==> config.mk <==
export PLATFORM = sky130hd
export DESIGN_NAME = hfa_adder
export DESIGN_NICKNAME = d
export VERILOG_FILES = /design/src/rtl/hfa_pkg.sv /design/src/rtl/hfa_align.sv /design/src/rtl/hfa_lzd.sv /design/src/rtl/hfa_norm.sv /design/src/rtl/hfa_adder.sv
export SDC_FILE = /design/constraint.sdc
export NUM_CORES = 1
export LEC_CHECK = 0
export BUFFER_PORTS_ARGS = -buffer_cell sky130_fd_sc_hd__buf_2
export CORE_ASPECT_RATIO = 1.2
export CORE_MARGIN = 2
export CORE_UTILIZATION = 35
export CTS_CLUSTER_DIAMETER = 200
export CTS_CLUSTER_SIZE = 10
export DETAILED_ROUTE_END_ITERATION = 6
export GPL_ROUTABILITY_DRIVEN = 1
export GPL_TIMING_DRIVEN = 0
export SKIP_CTS_REPAIR_TIMING = 1
export SLEW_MARGIN = 20
export SYNTH_ARGS = -nofsm -noshare
export SYNTH_HDL_FRONTEND = slang
export SYNTH_SLANG_ARGS = --single-unit
==> constraint.sdc <==
create_clock -name clk -period 3.6 [get_ports clk]
set_input_delay 0.36 -clock clk [delete_from_list [all_inputs] [get_ports clk]]
set_output_delay 0.36 -clock clk [all_outputs]
set_load 0.02 [all_outputs]
==> src/rtl/hfa_pkg.sv <==
package hfa_pkg;
    localparam int CHAR_W       = 7;
    localparam int FRAC_W       = 56;
    localparam int SHORT_W      = 24;
    localparam int GUARD_DIGITS = 1;
    localparam int DIGIT_W      = 4;

    localparam int WORD_W      = 1 + CHAR_W + FRAC_W;
    localparam int WIDE_W      = FRAC_W + DIGIT_W * GUARD_DIGITS;
    localparam int SUM_W       = WIDE_W + 1;
    localparam int WIDE_DIGITS = WIDE_W / DIGIT_W;
    localparam int LZ_W        = $clog2(WIDE_DIGITS + 1);
    localparam int EXP_W       = CHAR_W + 2;

    // Stage 1: aligned and added magnitude waiting for normalization
    typedef struct packed {
        logic              vld;
        logic              short_fmt;
        logic              sign;
        logic [CHAR_W-1:0] chr;
        logic [SUM_W-1:0]  mag;
    } sum_t;

    // Stage 2: finished result
    typedef struct packed {
        logic              vld;
        logic [WORD_W-1:0] word;
        logic              ovf;
        logic              unf;
    } res_t;

    typedef struct packed {
        sum_t s1;
        res_t s2;
    } pipe_t;
endpackage

==> src/rtl/hfa_align.sv <==
module hfa_align
    import hfa_pkg::*;
(
    input  logic [WORD_W-1:0] op_a,
    input  logic [WORD_W-1:0] op_b,
    input  logic              sub_op,
    input  logic              short_fmt,
    output logic              sign,
    output logic [CHAR_W-1:0] chr,
    output logic [SUM_W-1:0]  mag
);
    localparam logic [FRAC_W-1:0] SHORT_KEEP =
        {{SHORT_W{1'b1}}, {(FRAC_W - SHORT_W){1'b0}}};

    logic [FRAC_W-1:0] keep_mask, fa, fb, big_f, small_f;
    logic [CHAR_W-1:0] ca, cb, big_c, small_c, gap;
    logic              sa, sb, big_s, small_s, a_leads, eff_sub, neg;
    logic [WIDE_W-1:0] big_w, small_w, small_al;
    logic [SUM_W-1:0]  raw;

    always_comb begin
        keep_mask = short_fmt ? SHORT_KEEP : '1;
        fa = op_a[FRAC_W-1:0] & keep_mask;
        fb = op_b[FRAC_W-1:0] & keep_mask;
        ca = op_a[FRAC_W +: CHAR_W];
        cb = op_b[FRAC_W +: CHAR_W];
        sa = op_a[WORD_W-1];
        sb = op_b[WORD_W-1] ^ sub_op;

        // compare and swap: larger (characteristic, fraction) leads
        a_leads = (ca > cb) || ((ca == cb) && (fa >= fb));
        big_f   = a_leads ? fa : fb;
        small_f = a_leads ? fb : fa;
        big_c   = a_leads ? ca : cb;
        small_c = a_leads ? cb : ca;
        big_s   = a_leads ? sa : sb;
        small_s = a_leads ? sb : sa;

        // hex-digit alignment with guard digit
        gap     = big_c - small_c;
        big_w   = {big_f, {(DIGIT_W * GUARD_DIGITS){1'b0}}};
        small_w = {small_f, {(DIGIT_W * GUARD_DIGITS){1'b0}}};
        if (gap >= CHAR_W'(WIDE_DIGITS))
            small_al = '0;
        else
            small_al = small_w >> (DIGIT_W * int'(gap));

        // conditional inversion and add
        eff_sub = big_s ^ small_s;
        raw = {1'b0, big_w} + ({1'b0, small_al} ^ {SUM_W{eff_sub}})
              + SUM_W'(eff_sub);
        neg  = eff_sub & raw[SUM_W-1];
        mag  = neg ? (~raw + SUM_W'(1)) : raw;
        sign = big_s ^ neg;
        chr  = big_c;
    end
endmodule

==> src/rtl/hfa_lzd.sv <==
module hfa_lzd
    import hfa_pkg::*;
#(
    parameter int N = WIDE_DIGITS
) (
    input  logic [N*DIGIT_W-1:0]  val,
    output logic [LZ_W-1:0]       count,
    output logic                  all_zero
);
    logic [N-1:0] nz;

    for (genvar g = 0; g < N; g++) begin : g_dig
        assign nz[g] = |val[g*DIGIT_W +: DIGIT_W];
    end

    always_comb begin
        count = '0;
        for (int i = 0; i < N; i++) begin
            if (nz[i]) count = LZ_W'(N - 1 - i);
        end
        all_zero = ~|nz;
    end
endmodule

==> src/rtl/hfa_norm.sv <==
module hfa_norm
    import hfa_pkg::*;
(
    input  logic [SUM_W-1:0]  mag,
    input  logic [CHAR_W-1:0] chr,
    input  logic              sign,
    input  logic              short_fmt,
    output logic [WORD_W-1:0] word,
    output logic              ovf,
    output logic              unf
);
    localparam logic [FRAC_W-1:0] SHORT_KEEP =
        {{SHORT_W{1'b1}}, {(FRAC_W - SHORT_W){1'b0}}};

    logic [LZ_W-1:0]   lz;
    logic              all_zero, carry, zero;
    logic [WIDE_W-1:0] wide;
    logic [FRAC_W-1:0] frac;
    logic [EXP_W-1:0]  exp_u;

    hfa_lzd #(.N(WIDE_DIGITS)) u_lzd (
        .val      (mag[WIDE_W-1:0]),
        .count    (lz),
        .all_zero (all_zero)
    );

    always_comb begin
        carry = mag[SUM_W-1];
        zero  = !carry && all_zero;
        if (carry) begin
            wide  = WIDE_W'(mag[SUM_W-1:DIGIT_W]);
            exp_u = EXP_W'(chr) + EXP_W'(1);
        end else begin
            wide  = mag[WIDE_W-1:0] << (DIGIT_W * int'(lz));
            exp_u = EXP_W'(chr) - EXP_W'(lz);
        end
        frac = FRAC_W'(wide >> (DIGIT_W * GUARD_DIGITS));
        if (short_fmt) frac = frac & SHORT_KEEP;

        if (zero) begin
            word = '0;
            ovf  = 1'b0;
            unf  = 1'b0;
        end else begin
            word = {sign, exp_u[CHAR_W-1:0], frac};
            unf  = exp_u[EXP_W-1];
            ovf  = !exp_u[EXP_W-1] && exp_u[CHAR_W];
        end
    end
endmodule

==> src/rtl/hfa_adder.sv <==
module hfa_adder
    import hfa_pkg::*;
(
    input  logic              clk,
    input  logic              rst_n,
    input  logic              a_vld,
    input  logic              b_vld,
    input  logic [WORD_W-1:0] op_a,
    input  logic [WORD_W-1:0] op_b,
    input  logic              sub_op,
    input  logic              short_fmt,
    output logic              res_vld,
    output logic [WORD_W-1:0] res_word,
    output logic              exp_ovf,
    output logic              exp_unf
);
    pipe_t pipe_d, pipe_q;

    logic              al_sign;
    logic [CHAR_W-1:0] al_chr;
    logic [SUM_W-1:0]  al_mag;
    logic [WORD_W-1:0] nm_word;
    logic              nm_ovf, nm_unf;

    hfa_align u_align (
        .op_a      (op_a),
        .op_b      (op_b),
        .sub_op    (sub_op),
        .short_fmt (short_fmt),
        .sign      (al_sign),
        .chr       (al_chr),
        .mag       (al_mag)
    );

    hfa_norm u_norm (
        .mag       (pipe_q.s1.mag),
        .chr       (pipe_q.s1.chr),
        .sign      (pipe_q.s1.sign),
        .short_fmt (pipe_q.s1.short_fmt),
        .word      (nm_word),
        .ovf       (nm_ovf),
        .unf       (nm_unf)
    );

    always_comb begin
        pipe_d = pipe_q;

        pipe_d.s1.vld = a_vld && b_vld;
        if (a_vld && b_vld) begin
            pipe_d.s1.short_fmt = short_fmt;
            pipe_d.s1.sign      = al_sign;
            pipe_d.s1.chr       = al_chr;
            pipe_d.s1.mag       = al_mag;
        end

        pipe_d.s2.vld = pipe_q.s1.vld;
        if (pipe_q.s1.vld) begin
            pipe_d.s2.word = nm_word;
            pipe_d.s2.ovf  = nm_ovf;
            pipe_d.s2.unf  = nm_unf;
        end else begin
            pipe_d.s2.word = '0;
            pipe_d.s2.ovf  = 1'b0;
            pipe_d.s2.unf  = 1'b0;
        end
    end

    always_ff @(posedge clk or negedge rst_n) begin
        if (!rst_n) pipe_q <= '0;
        else        pipe_q <= pipe_d;
    end

    assign res_vld  = pipe_q.s2.vld;
    assign res_word = pipe_q.s2.word;
    assign exp_ovf  = pipe_q.s2.ovf;
    assign exp_unf  = pipe_q.s2.unf;
endmodule

==> summary.txt, run 1 <==
Layout
  – Multi-input gate area: 17400 µm²
  – Antenna cells: 0
  – Final #Nets: 3541
  – Layout Area Growth over Synthesis: 19.0%
  – FILL cells: 6476
  – Register area: 3450 µm²
  – Layout cell share with drive strength beyond 1: 19.1%

Pwr
  – P_int: 0.00737 W
  – Leakage: 11.2 nW
  – Clock network power share: 10.7%
  – Combinational power share: 72.9%
  – Peak supply drop: 296 µV
  – Sequential Power Share: 16.4%
  – PwrDens: 650 nW/µm²
  – P_sw: 0.00928 W
  – Switch share: 55.7%

Die
  – Rows: 99
  – Initial Utilization: 35.4%
  – Boundary Pins: 201
  – Die Wd: 230 µm
  – Die height: 276 µm
  – Core area: 60800 µm²
  – Die area: 63500 µm²

Worst hold path
  – Worst Hold Class: primary input to register
  – HP Start: op_b[62]

STA
  – Period utilization: 269%
  – Worst slew margin: 11.3%
  – Setup ws final: -6080 ps
  – Tmin final: 9680 ps
  – Worst Tran Pin Value: 1320 ps
  – RSZ-0062 raised after global routing: yes
  – Fin. Hold Viols: 0
  – Peak Freq: 103 MHz
  – Worst Skew: 10.5 ps
  – Minimum hold slack: 215 ps
  – Fin. max-slew vios: 0
  – Final TNS setup: -431420 ps
  – Setup Viol. Count Final: 133

Critical path
  – Slowest CP cell: or4b_1
  – WP buf/inv: 7
  – Slowest stage delay, CP: 450 ps
  – Maximum fanout along the worst path: 10
  – Critical Path RT: 3980 ps
  – Startpoint Class: primary input
  – Reg2reg start: pipe_q[72]$_DFFE_PN0P_
  – CP arrival: 10060 ps
  – Delay-heaviest family, CP: compound AO/OA/AOI/OAI gates
  – Most frequent cell on the critical path: a21o_1
  – WS Path Type: primary input to register
  – Crit end category: register
  – Crit path from: short_fmt

Route
  – Drt first pass iters: 6
  – DRC viols: 0
  – M1 WL: 37900 µm
  – Final WL: 101000 µm
  – Vias per cell: 5.89
  – Iteration-0 DRC Markers: 2008
  – Top Metal Used: met4
  – Antenna Nets Post-Route: 0
  – Wire per inst: 24.7 µm
  – WL met2: 49500 µm
  – Via Count: 24145
  – WL met3: 4410 µm

Synth
  – Syn. warnings: 0
  – Mapped Avg Cell Area: 7.11 µm²
  – Register area share after synthesis: 16.0%
  – Library cells used by synthesis: 116
  – Cells after Synth: 3025
  – Synth Cell Area: 21500 µm²
  – Ys flop type: dfrtp_1
  – Post-synth EDFFs: 0
  – Share of flip-flops with an asynchronous set or reset: 100%
  – Syn nets: 3289
  – #FFs+latches synth: 138
  – Synth top area cells: dfrtp_1 16%, nand2_1 7.7%, ha_1 7.5%
  – Share of the synthesized area in the top cell type: 16.0%
  – Synth area leader: dfrtp_1

Placement
  – IO Port Bufs: 198
  – Hpwl dp: 84300 µm
  – Final Wtd Congestion: 1.04

Global routing
  – Initial antenna violation count: 1
  – Largest net degree at the start of global routing: 81
  – Global route overflow: 0
  – GRT Util Overall: 30.6%
  – First-pass GRT wire length: 145000 µm
  – Vias in the first global route: 22822

Flow run
  – Max cap viols: 0

Clock tree
  – H-tree depth: 4
  – Clock Sinks: 138
  – Inserted Clock Buffers: 17
  – Reg clk slew, reported paths: 70 ps
  – TritonCTS clock tree: done
  – Worst skew pair latency: 450 ps
  – Clk buf depth: 2
  – CTS root buf: clkbuf_16

Outcome
  – Failing checks: negative setup slack
  – Outcome: complete, but fails checks
metal layers:
layer	up-vias	global-route usage [%]
li1	11467	-
met1	11299	33.4
met2	1045	54.5
met3	334	2.28
met4	0	25.4
met5	-	0
per-stage QoR:
step / power [W] / cell area (µm²) / util, % / cells / setup WS [ps]
6_report: 0.0167 / 25600 / 42.1 / 4098 / -6080
5_1_grt: 0.0176 / 25600 / 42.1 / 4098 / -6460
4_1_cts: 0.0157 / 24500 / 40.3 / 4064 / -8330
3_5_place_dp: 0.0139 / 23900 / 39.3 / 4032 / -8760
3_3_place_gp: 0.0139 / 23800 / 39.2 / 4031 / -8760
2_1_floorplan: 0.0102 / 21800 / - / 3025 / -5200
worst reg2reg max path, delay by kind of cell (launching register included):
kind	cells	cell delay, ps
and+or+nand+nor	7	1430
buffers and inverters	2	1310
AOI/OAI and AO/OA	8	1940
DFF	1	440
cell families (layout without fill, tap and decap cells):
group / count (synthesis) / in the layout / synth area share (%)
compound gates: 902 / 902 / 27.4
mux: 160 / 160 / 8.66
xor+xnor: 143 / 143 / 5.91
flops: 138 / 138 / 16.0
fa+ha+maj: 130 / 130 / 7.59
simple gates: 1191 / 1191 / 26.8
buf+inv: 361 / 626 / 7.62
Yosys cell counts (28+ instances only):
cell type and count:
o21ai_0 247, buf_4 66, ha_1 129, xor2_1 28
nor3_1 96, nand2_1 439, clkbuf_1 157, xnor2_1 114
nand3_1 69, nor2_1 255, nor2b_1 59, o31ai_1 28
nand4_1 48, nand2b_1 57, a21oi_1 232, a21o_1 50
mux2i_1 135, dfrtp_1 138, inv_1 103, a211oi_1 45
power by group through the flow:
stage / clock, W / sequential, W / combinational [W]
6_report: 0.00179 / 0.00273 / 0.0121
5_1_grt: 0.00188 / 0.00277 / 0.0130
4_1_cts: 0.00181 / 0.00270 / 0.0112
3_5_place_dp: 0 / 0.00272 / 0.0111
3_3_place_gp: 0 / 0.00271 / 0.0112
2_1_floorplan: 0 / 0.00240 / 0.00776
worst paths after layout:
check                                     endpoint  slack (ps)  cells after the start
setup / recovery           pipe_q[126]$_DFFE_PN0P_       -6080                     40
hold / removal             pipe_q[134]$_DFFE_PN0P_         210                      3
setup reg to reg            res_word[45]$_DFF_PN0_       -1580                     17
hold reg to reg                  res_vld$_DFF_PN0_         480                      0
max in group asynchronous   pipe_q[88]$_DFFE_PN0P_        2430                      3
min in group asynchronous   res_word[38]$_DFF_PN0_         420                      2
layout by cell type, fill, tap and decap left out, drive strengths merged, types with 8 or more instances in the layout:
cell type and count:
a22oi 27, or4 17, and3 23, o21ai 260
nand3 71, nand2 439, mux2i 137, a21oi 233
ha 129, o22ai 19, nor4 27, o21a 27
mux4 20, xnor2 114, nor3 101, buf 343
a31oi 28, a221o 10, a21boi 11, o41ai 12
o31ai 28, and2 21, o221ai 8, dfrtp 138
clkbuf 164, nand4 52, xor2 29, o211ai 26
nand2b 57, inv 105, nor2b 59, a211oi 48
nor2 258, o21bai 16, or2 15, or3 22
a221oi 29, a21o 50
cell type report:
type | instances | area share [%]
Clock buffer | 19 | 1.69
Multi-Input combinational cell | 2526 | 67.9
Buffer | 248 | 5.51
Timing Repair Buffer | 241 | 5.29
Inverter | 105 | 1.55
Sequential cell | 138 | 13.5
Tap cell | 808 | 3.95
Clock inverter | 13 | 0.664
registers in the layout, summed over array words and instances (netlist names):
signal	flops
exp_ovf	1
res_vld	1
pipe_q	70
pipe_d	1
res_word	64
exp_unf	1
(Power assumes the default switching activity.)
==> inputs of run 2 (changes only) <==
==> constraint.sdc (replaced) <==
create_clock -name clk -period 12.4 [get_ports clk]
set_input_delay 1.24 -clock clk [delete_from_list [all_inputs] [get_ports clk]]
set_output_delay 1.24 -clock clk [all_outputs]
set_load 0.02 [all_outputs]
==> run 2 against run 1 <==
The run now ends clean. Non-clock buffer count decreased by 23. Clock-buffer cell count unchanged. Critical endpoint unchanged. Flip-flop and latch count unchanged. Highest routed layer unchanged. Core utilization decreased by 1.7 points. Clock power decreased by 70%. Global-route usage decreased by 0.095 points. Register-to-register slack improved by 8900 ps. Wire length decreased by 1.8%. Combinational power decreased by 73%. Die area unchanged. Via count decreased by 1.3%. Setup slack improved by 6400 ps.
==> summary.txt, run 2 (same netlist as run 1, synthesis figures left out) <==
Critical path
  – Critical Path RT: 12770 ps (+8790 ps)
  – Delay-heaviest family, CP: compound AO/OA/AOI/OAI gates
  – Slowest CP cell: a21o_1
  – R2R cell count: 17 (unchanged)
  – WP buf/inv: 9 (+2)
  – RR Endpoint: res_word[46]$_DFF_PN0_
  – Crit end category: register
  – CP arrival: 12440 ps (+2380 ps)
  – Startpoint Class: primary input
  – Cell count along the critical path: 42 (+5.0%)
  – Maximum fanout along the worst path: 11 (+1)
  – Slowest stage delay, CP: 490 ps (+40 ps)
  – Flop-to-flop setup slack: 7320 ps (+8900 ps)
  – Reg2reg start: pipe_q[71]$_DFFE_PN0P_
  – WS Path Type: primary input to register

Die
  – Initial Utilization: 35.4% (unchanged)
  – Core area: 60800 µm² (unchanged)
  – Die area: 63500 µm² (unchanged)
  – Die height: 276 µm (unchanged)
  – Rows: 99 (unchanged)
  – Boundary Pins: 201 (unchanged)
  – Die Wd: 230 µm (unchanged)

Layout
  – Most frequent cells in the layout: 436 x nand2_1, 251 x nor2_1, 241 x o21ai_0
  – Final #Nets: 3518 (-0.65%)
  – Most common cell after layout, fill and taps aside: nand2_1
  – Layout Area Growth over Synthesis: 14.2%
  – Layout Utilization: 40.4% (-1.7 points)
  – Most flops, register: pipe_q
  – Max FFs per register: 70 (unchanged)
  – Layout cell share with drive strength beyond 1: 14.5% (-4.6 points)

Route
  – Drt first pass iters: 5 (-1)
  – Final WL: 99400 µm (-1.8%)
  – Wire per inst: 24.4 µm (-1.2%)
  – Antenna Nets Post-Route: 0 (unchanged)
  – Vias per cell: 5.85 (-0.74%)
  – DRC viols: 0 (unchanged)
  – Via Count: 23837 (-1.3%)
  – Iteration-0 DRC Markers: 2071 (+3.1%)

STA
  – Worst Skew: 7.71 ps (-2.77 ps)
  – Tmin final: 12060 ps
  – Worst Tran Pin Value: 1220 ps (-97.5 ps)
  – Minimum hold slack: 481 ps (+266 ps)
  – Peak Freq: 82.9 MHz
  – Fin. Hold Viols: 0 (unchanged)
  – Worst slew margin: 17.6% (+6.3 points)
  – Fin. max-slew vios: 0 (unchanged)
  – Setup Viol. Count Final: 0 (-100%)
  – Period utilization: 97.3%

Global routing
  – Largest net degree at the start of global routing: 82 (+1.2%)
  – Initial antenna violation count: 0 (-1)
  – GRT Util Overall: 30.5% (-0.095 points)
  – Vias in the first global route: 22863 (+0.18%)
  – Global route overflow: 0 (unchanged)
  – First-pass GRT wire length: 145000 µm (+0.22%)

Worst hold path
  – Worst Hold Class: register to register
  – HP Start: pipe_q[135]$_DFFE_PN0P_
  – Hold EP: pipe_q[135]$_DFFE_PN0P_
  – Hold Crit Depth: 2 (-1)

Clock tree
  – TritonCTS clock tree: done
  – Reg clk slew, reported paths: 60 ps (about the same)
  – Clock Sinks: 138 (unchanged)
  – Inserted Clock Buffers: 17 (unchanged)
  – H-tree depth: 4 (unchanged)
  – CTS root buf: clkbuf_16
  – Worst skew pair latency: 440 ps (about the same)
  – Clk buf depth: 2 (unchanged)

Placement
  – IO Port Bufs: 198 (unchanged)
  – Final Wtd Congestion: 1.04 (about the same)
  – Hpwl dp: 83000 µm (-1.5%)

Flow run
  – Max cap viols: 0 (unchanged)

Pwr
  – Peak supply drop: 108 µV (-64%)
  – PwrDens: 189 nW/µm² (-71%)
  – Leakage: 10.9 nW (-3.4%)

Outcome
  – Outcome: finished, final reports clean
[run 2: cell count changes in the layout (fill, tap and decap cells not counted), sizes merged]
cell and change:
buf -36, bufinv +1, clkbuf +14, clkinvlp -2
diode +1, dlygate4sd3 -1, inv +1
[run 2: layer usage]
metal  routed length, µm  vias up  global-route usage [%]
met5                   0        -                       0
li1                    -    11401                       -
met4                9380        0                    25.1
met2               47800      982                    53.3
met3                4270      321                    2.89
met1               38000    11133                    33.9
[run 2: how the worst max path moves through the flow]
| stage | from | end | slack [ps] |
|---|---|---|---|
| 2_1_floorplan | short_fmt | pipe_q[126]$_DFFE_PN0P_ | 1700 |
| 3_3_place_gp | short_fmt | pipe_q[124]$_DFFE_PN0P_ | -2560 |
| 3_5_place_dp | short_fmt | pipe_q[119]$_DFFE_PN0P_ | -2410 |
| 4_1_cts | short_fmt | pipe_q[119]$_DFFE_PN0P_ | -1970 |
| 5_1_grt | short_fmt | pipe_q[126]$_DFFE_PN0P_ | -50 |
| 6_report | short_fmt | pipe_q[126]$_DFFE_PN0P_ | 340 |
[run 2: area by class of cell]
class                           instances  area [µm²]
Tap cell                              808        1010
Buffer                                253        1280
Timing Repair Buffer                  213        1130
Fill cell                            6550       36300
Clock inverter                         13         193
Inverter                              105         394
Clock buffer                           19         443
Sequential cell                       138        3450
Multi-Input combinational cell       2526       16700
Antenna cell                            1        2.50
[run 2: worst register-to-register path: cells and delay by family, from the launching register on]
family,cells,cell delay (ps)
AND/OR/NAND/NOR,7,1420
flip-flops,1,430
buffers and inverters,2,1280
AO/OA/AOI/OAI,8,1890
[run 2: report_power, final]
group          switching, W  total, W  internal, W
clock network      0.000197  0.000540     0.000343
registers          0.000206  0.000794     0.000588
logic               0.00218   0.00331      0.00113
total               0.00258   0.00465      0.00206
[run 2: metrics by stage]
stage	TNS [ps]	std cells	total power (W)	setup WS, ps	cell area [µm²]
final	0	4076	0.00465	340	24600
after global routing	-98.2	4075	0.00493	-50.5	24600
after CTS	-100390	4066	0.00452	-1970	24200
after detailed placement	-126890	4034	0.00396	-2410	23600
after global placement	-135460	4031	0.00396	-2560	23500
after floorplan	0	3025	0.00290	1700	21500
==> inputs of run 3 (changes only) <==
--- a/config.mk
+++ b/config.mk
@@ -7,7 +7,7 @@
 export LEC_CHECK = 0
 export BUFFER_PORTS_ARGS = -buffer_cell sky130_fd_sc_hd__buf_2
 export CORE_ASPECT_RATIO = 1.2
-export CORE_MARGIN = 2
+export CORE_MARGIN = 8
 export CORE_UTILIZATION = 35
 export CTS_CLUSTER_DIAMETER = 200
 export CTS_CLUSTER_SIZE = 10
==> run 3 against run 2 <==
Core utilization down 0.051 points. First-iteration DRC count down 2.2%. Clock skew up 5.4 ps. Clock power down 8.5%. Highest routed layer is now met5. Design area down 0.13%.
==> summary.txt, run 3 (same netlist as run 1, synthesis figures left out) <==
Outcome
  – Outcome: finished, final reports clean

Placement
  – IO Port Bufs: 198 (unchanged)
  – Final Wtd Congestion: 1.05 (+0.30%)
  – Hpwl dp: 85000 µm (+2.4%)

Route
  – Wire per inst: 24.9 µm (+2.2%)
  – Antenna Nets Post-Route: 0 (unchanged)
  – Iteration-0 DRC Markers: 2025 (-2.2%)
  – Via Count: 24047 (+0.88%)
  – Drt first pass iters: 6 (+1)
  – DRC viols: 0 (unchanged)
  – Final WL: 102000 µm (+2.3%)
  – Vias per cell: 5.90 (+0.83%)

Flow run
  – Max cap viols: 0 (unchanged)

Critical path
  – RR Endpoint: res_word[44]$_DFF_PN0_
  – CP arrival: 12230 ps (-210 ps)
  – Startpoint Class: primary input
  – Most frequent cell on the critical path: clkbuf_2
  – WS Path Type: primary input to register
  – Maximum fanout along the worst path: 10 (-1)
  – Critical Path End: pipe_q[106]$_DFFE_PN0P_
  – Delay-heaviest family, CP: compound AO/OA/AOI/OAI gates
  – Critical Path RT: 12730 ps (-40 ps)
  – Crit path from: short_fmt
  – Reg2reg start: pipe_q[72]$_DFFE_PN0P_
  – Slowest stage delay, CP: 590 ps (+100 ps)
  – WP buf/inv: 11 (+2)
  – Flop-to-flop setup slack: 7360 ps (+40 ps)
  – Slowest CP cell: or4_1
  – R2R cell count: 17 (unchanged)
  – Cell count along the critical path: 44 (+4.8%)
  – Crit end category: register

Layout
  – Most flops, register: pipe_q
  – Layout Utilization: 40.3% (-0.051 points)
  – Max FFs per register: 70 (unchanged)
  – Final #Nets: 3521 (+0.085%)
  – Most common cell after layout, fill and taps aside: nand2_1
  – Layout cell share with drive strength beyond 1: 14.7% (+0.20 points)
  – Most frequent cells in the layout: 435 x nand2_1, 250 x nor2_1, 239 x o21ai_0
  – Layout Area Growth over Synthesis: 14.0%
  – Antenna cells: 0 (-1)

Global routing
  – First-pass GRT wire length: 148000 µm (+2.0%)
  – Largest net degree at the start of global routing: 76 (-7.3%)
  – Met1 usage: 30.1% (-3.8 points)
  – Top Usage Layer GRT: met2
  – Met3 usage in global routing: 3.70% (+0.81 points)
  – Global route overflow: 0 (unchanged)
  – GRT Util Overall: 27.8% (-2.7 points)
  – M2 GR Usage: 48.7% (-4.6 points)
  – Initial antenna violation count: 2 (+2)
  – Vias in the first global route: 23510 (+2.8%)

STA
  – Fin. max-slew vios: 0 (unchanged)
  – Tmin final: 11900 ps (-159 ps)
  – Peak Freq: 84.0 MHz (+1.3%)
  – Setup Viol. Count Final: 0 (unchanged)
  – Period utilization: 96.0% (-1.3 points)
  – Worst Skew: 13.2 ps (+5.44 ps)
  – Fin. Hold Viols: 0 (unchanged)
  – Worst Tran Pin Value: 1100 ps (-127 ps)
  – Minimum hold slack: 489 ps (+7.75 ps)
  – Worst slew margin: 26.3% (+8.7 points)

Pwr
  – P_int: 0.00202 W (-2.2%)
  – P_sw: 0.00260 W (+0.52%)
  – Switch share: 56.3% (+0.67 points)
  – PwrDens: 188 nW/µm² (-0.56%)
  – Tot Pwr: 0.00461 W (-0.69%)
  – Clock network power share: 10.7% (-0.9 points)
  – Peak supply drop: 99.7 µV (-7.3%)
  – Leakage: 10.8 nW (-0.28%)
  – Sequential Power Share: 17.1% (about the same)
  – Combinational power share: 72.2% (+0.9 points)

Clock tree
  – H-tree depth: 4 (unchanged)
  – Clk buf depth: 2 (unchanged)
  – Inserted Clock Buffers: 17 (unchanged)
  – Clock Sinks: 138 (unchanged)
  – Worst skew pair latency: 450 ps (about the same)
  – TritonCTS clock tree: done
  – Reg clk slew, reported paths: 60 ps (about the same)
  – CTS root buf: clkbuf_16

Die
  – Die area: 69700 µm² (+9.8%)
  – Initial Utilization: 35.4% (unchanged)
  – Rows: 99 (unchanged)
  – Die height: 288 µm (+4.4%)
  – Core area: 60800 µm² (unchanged)
  – Die Wd: 242 µm (+5.2%)
  – Boundary Pins: 201 (unchanged)

Worst hold path
  – Worst Hold Class: register to register
## run 3: tightest hold or removal path, delay by kind of cell (launching register included)
family	cells	cell delay, ps
AO/OA/AOI/OAI	1	60
flip-flops	1	350
AND/OR/NAND/NOR	1	50
## run 3: per-stage QoR
stage	TNS, ps	cell area (µm²)	std cells	setup WS, ps
finish	0	24500	4078	499
floorplan	0	21500	3025	1700
CTS	-95080	24200	4066	-1920
detailed placement	-123060	23600	4034	-2370
global placement	-126740	23500	4031	-2430
global route	-36.7	24500	4078	-23.2
## run 3: cell type report
class                           instances  area (µm²)
Multi-Input combinational cell       2526       16600
Clock buffer                           18         429
Sequential cell                       138        3450
Fill cell                            6579       36300
Tap cell                              808        1010
Inverter                              105         398
Clock inverter                         14         150
Timing Repair Buffer                  216        1160
Buffer                                253        1290
## run 3: power groups by stage
stage	Sequential (W)	Clock [W]	Combinational, W
2_1_floorplan	0.000695	0	0.00221
3_3_place_gp	0.000784	0	0.00319
3_5_place_dp	0.000787	0	0.00319
4_1_cts	0.000779	0.000505	0.00321
5_1_grt	0.000801	0.000525	0.00356
6_report	0.000788	0.000494	0.00333
## run 3: metal layers
layer / wire [µm] / up-vias / share of wire, %
li1: - / 11407 / -
met1: 38200 / 11268 / 38
met2: 49500 / 1048 / 49
met3: 5120 / 322 / 5.0
met4: 8920 / 2 / 8.8
met5: 13 / - / 0.013
## run 3: worst min-delay path by stage
stage	from	end	slack (ps)	cells past startpoint
after floorplan	pipe_d[66]$_DFF_PN0_	res_vld$_DFF_PN0_	400	0
after detailed placement	pipe_q[135]$_DFFE_PN0P_	pipe_q[135]$_DFFE_PN0P_	480	2
final	pipe_q[135]$_DFFE_PN0P_	pipe_q[135]$_DFFE_PN0P_	490	2
after CTS	pipe_q[135]$_DFFE_PN0P_	pipe_q[135]$_DFFE_PN0P_	490	2
after global routing	pipe_d[66]$_DFF_PN0_	res_vld$_DFF_PN0_	520	0
after global placement	pipe_q[135]$_DFFE_PN0P_	pipe_q[135]$_DFFE_PN0P_	470	2
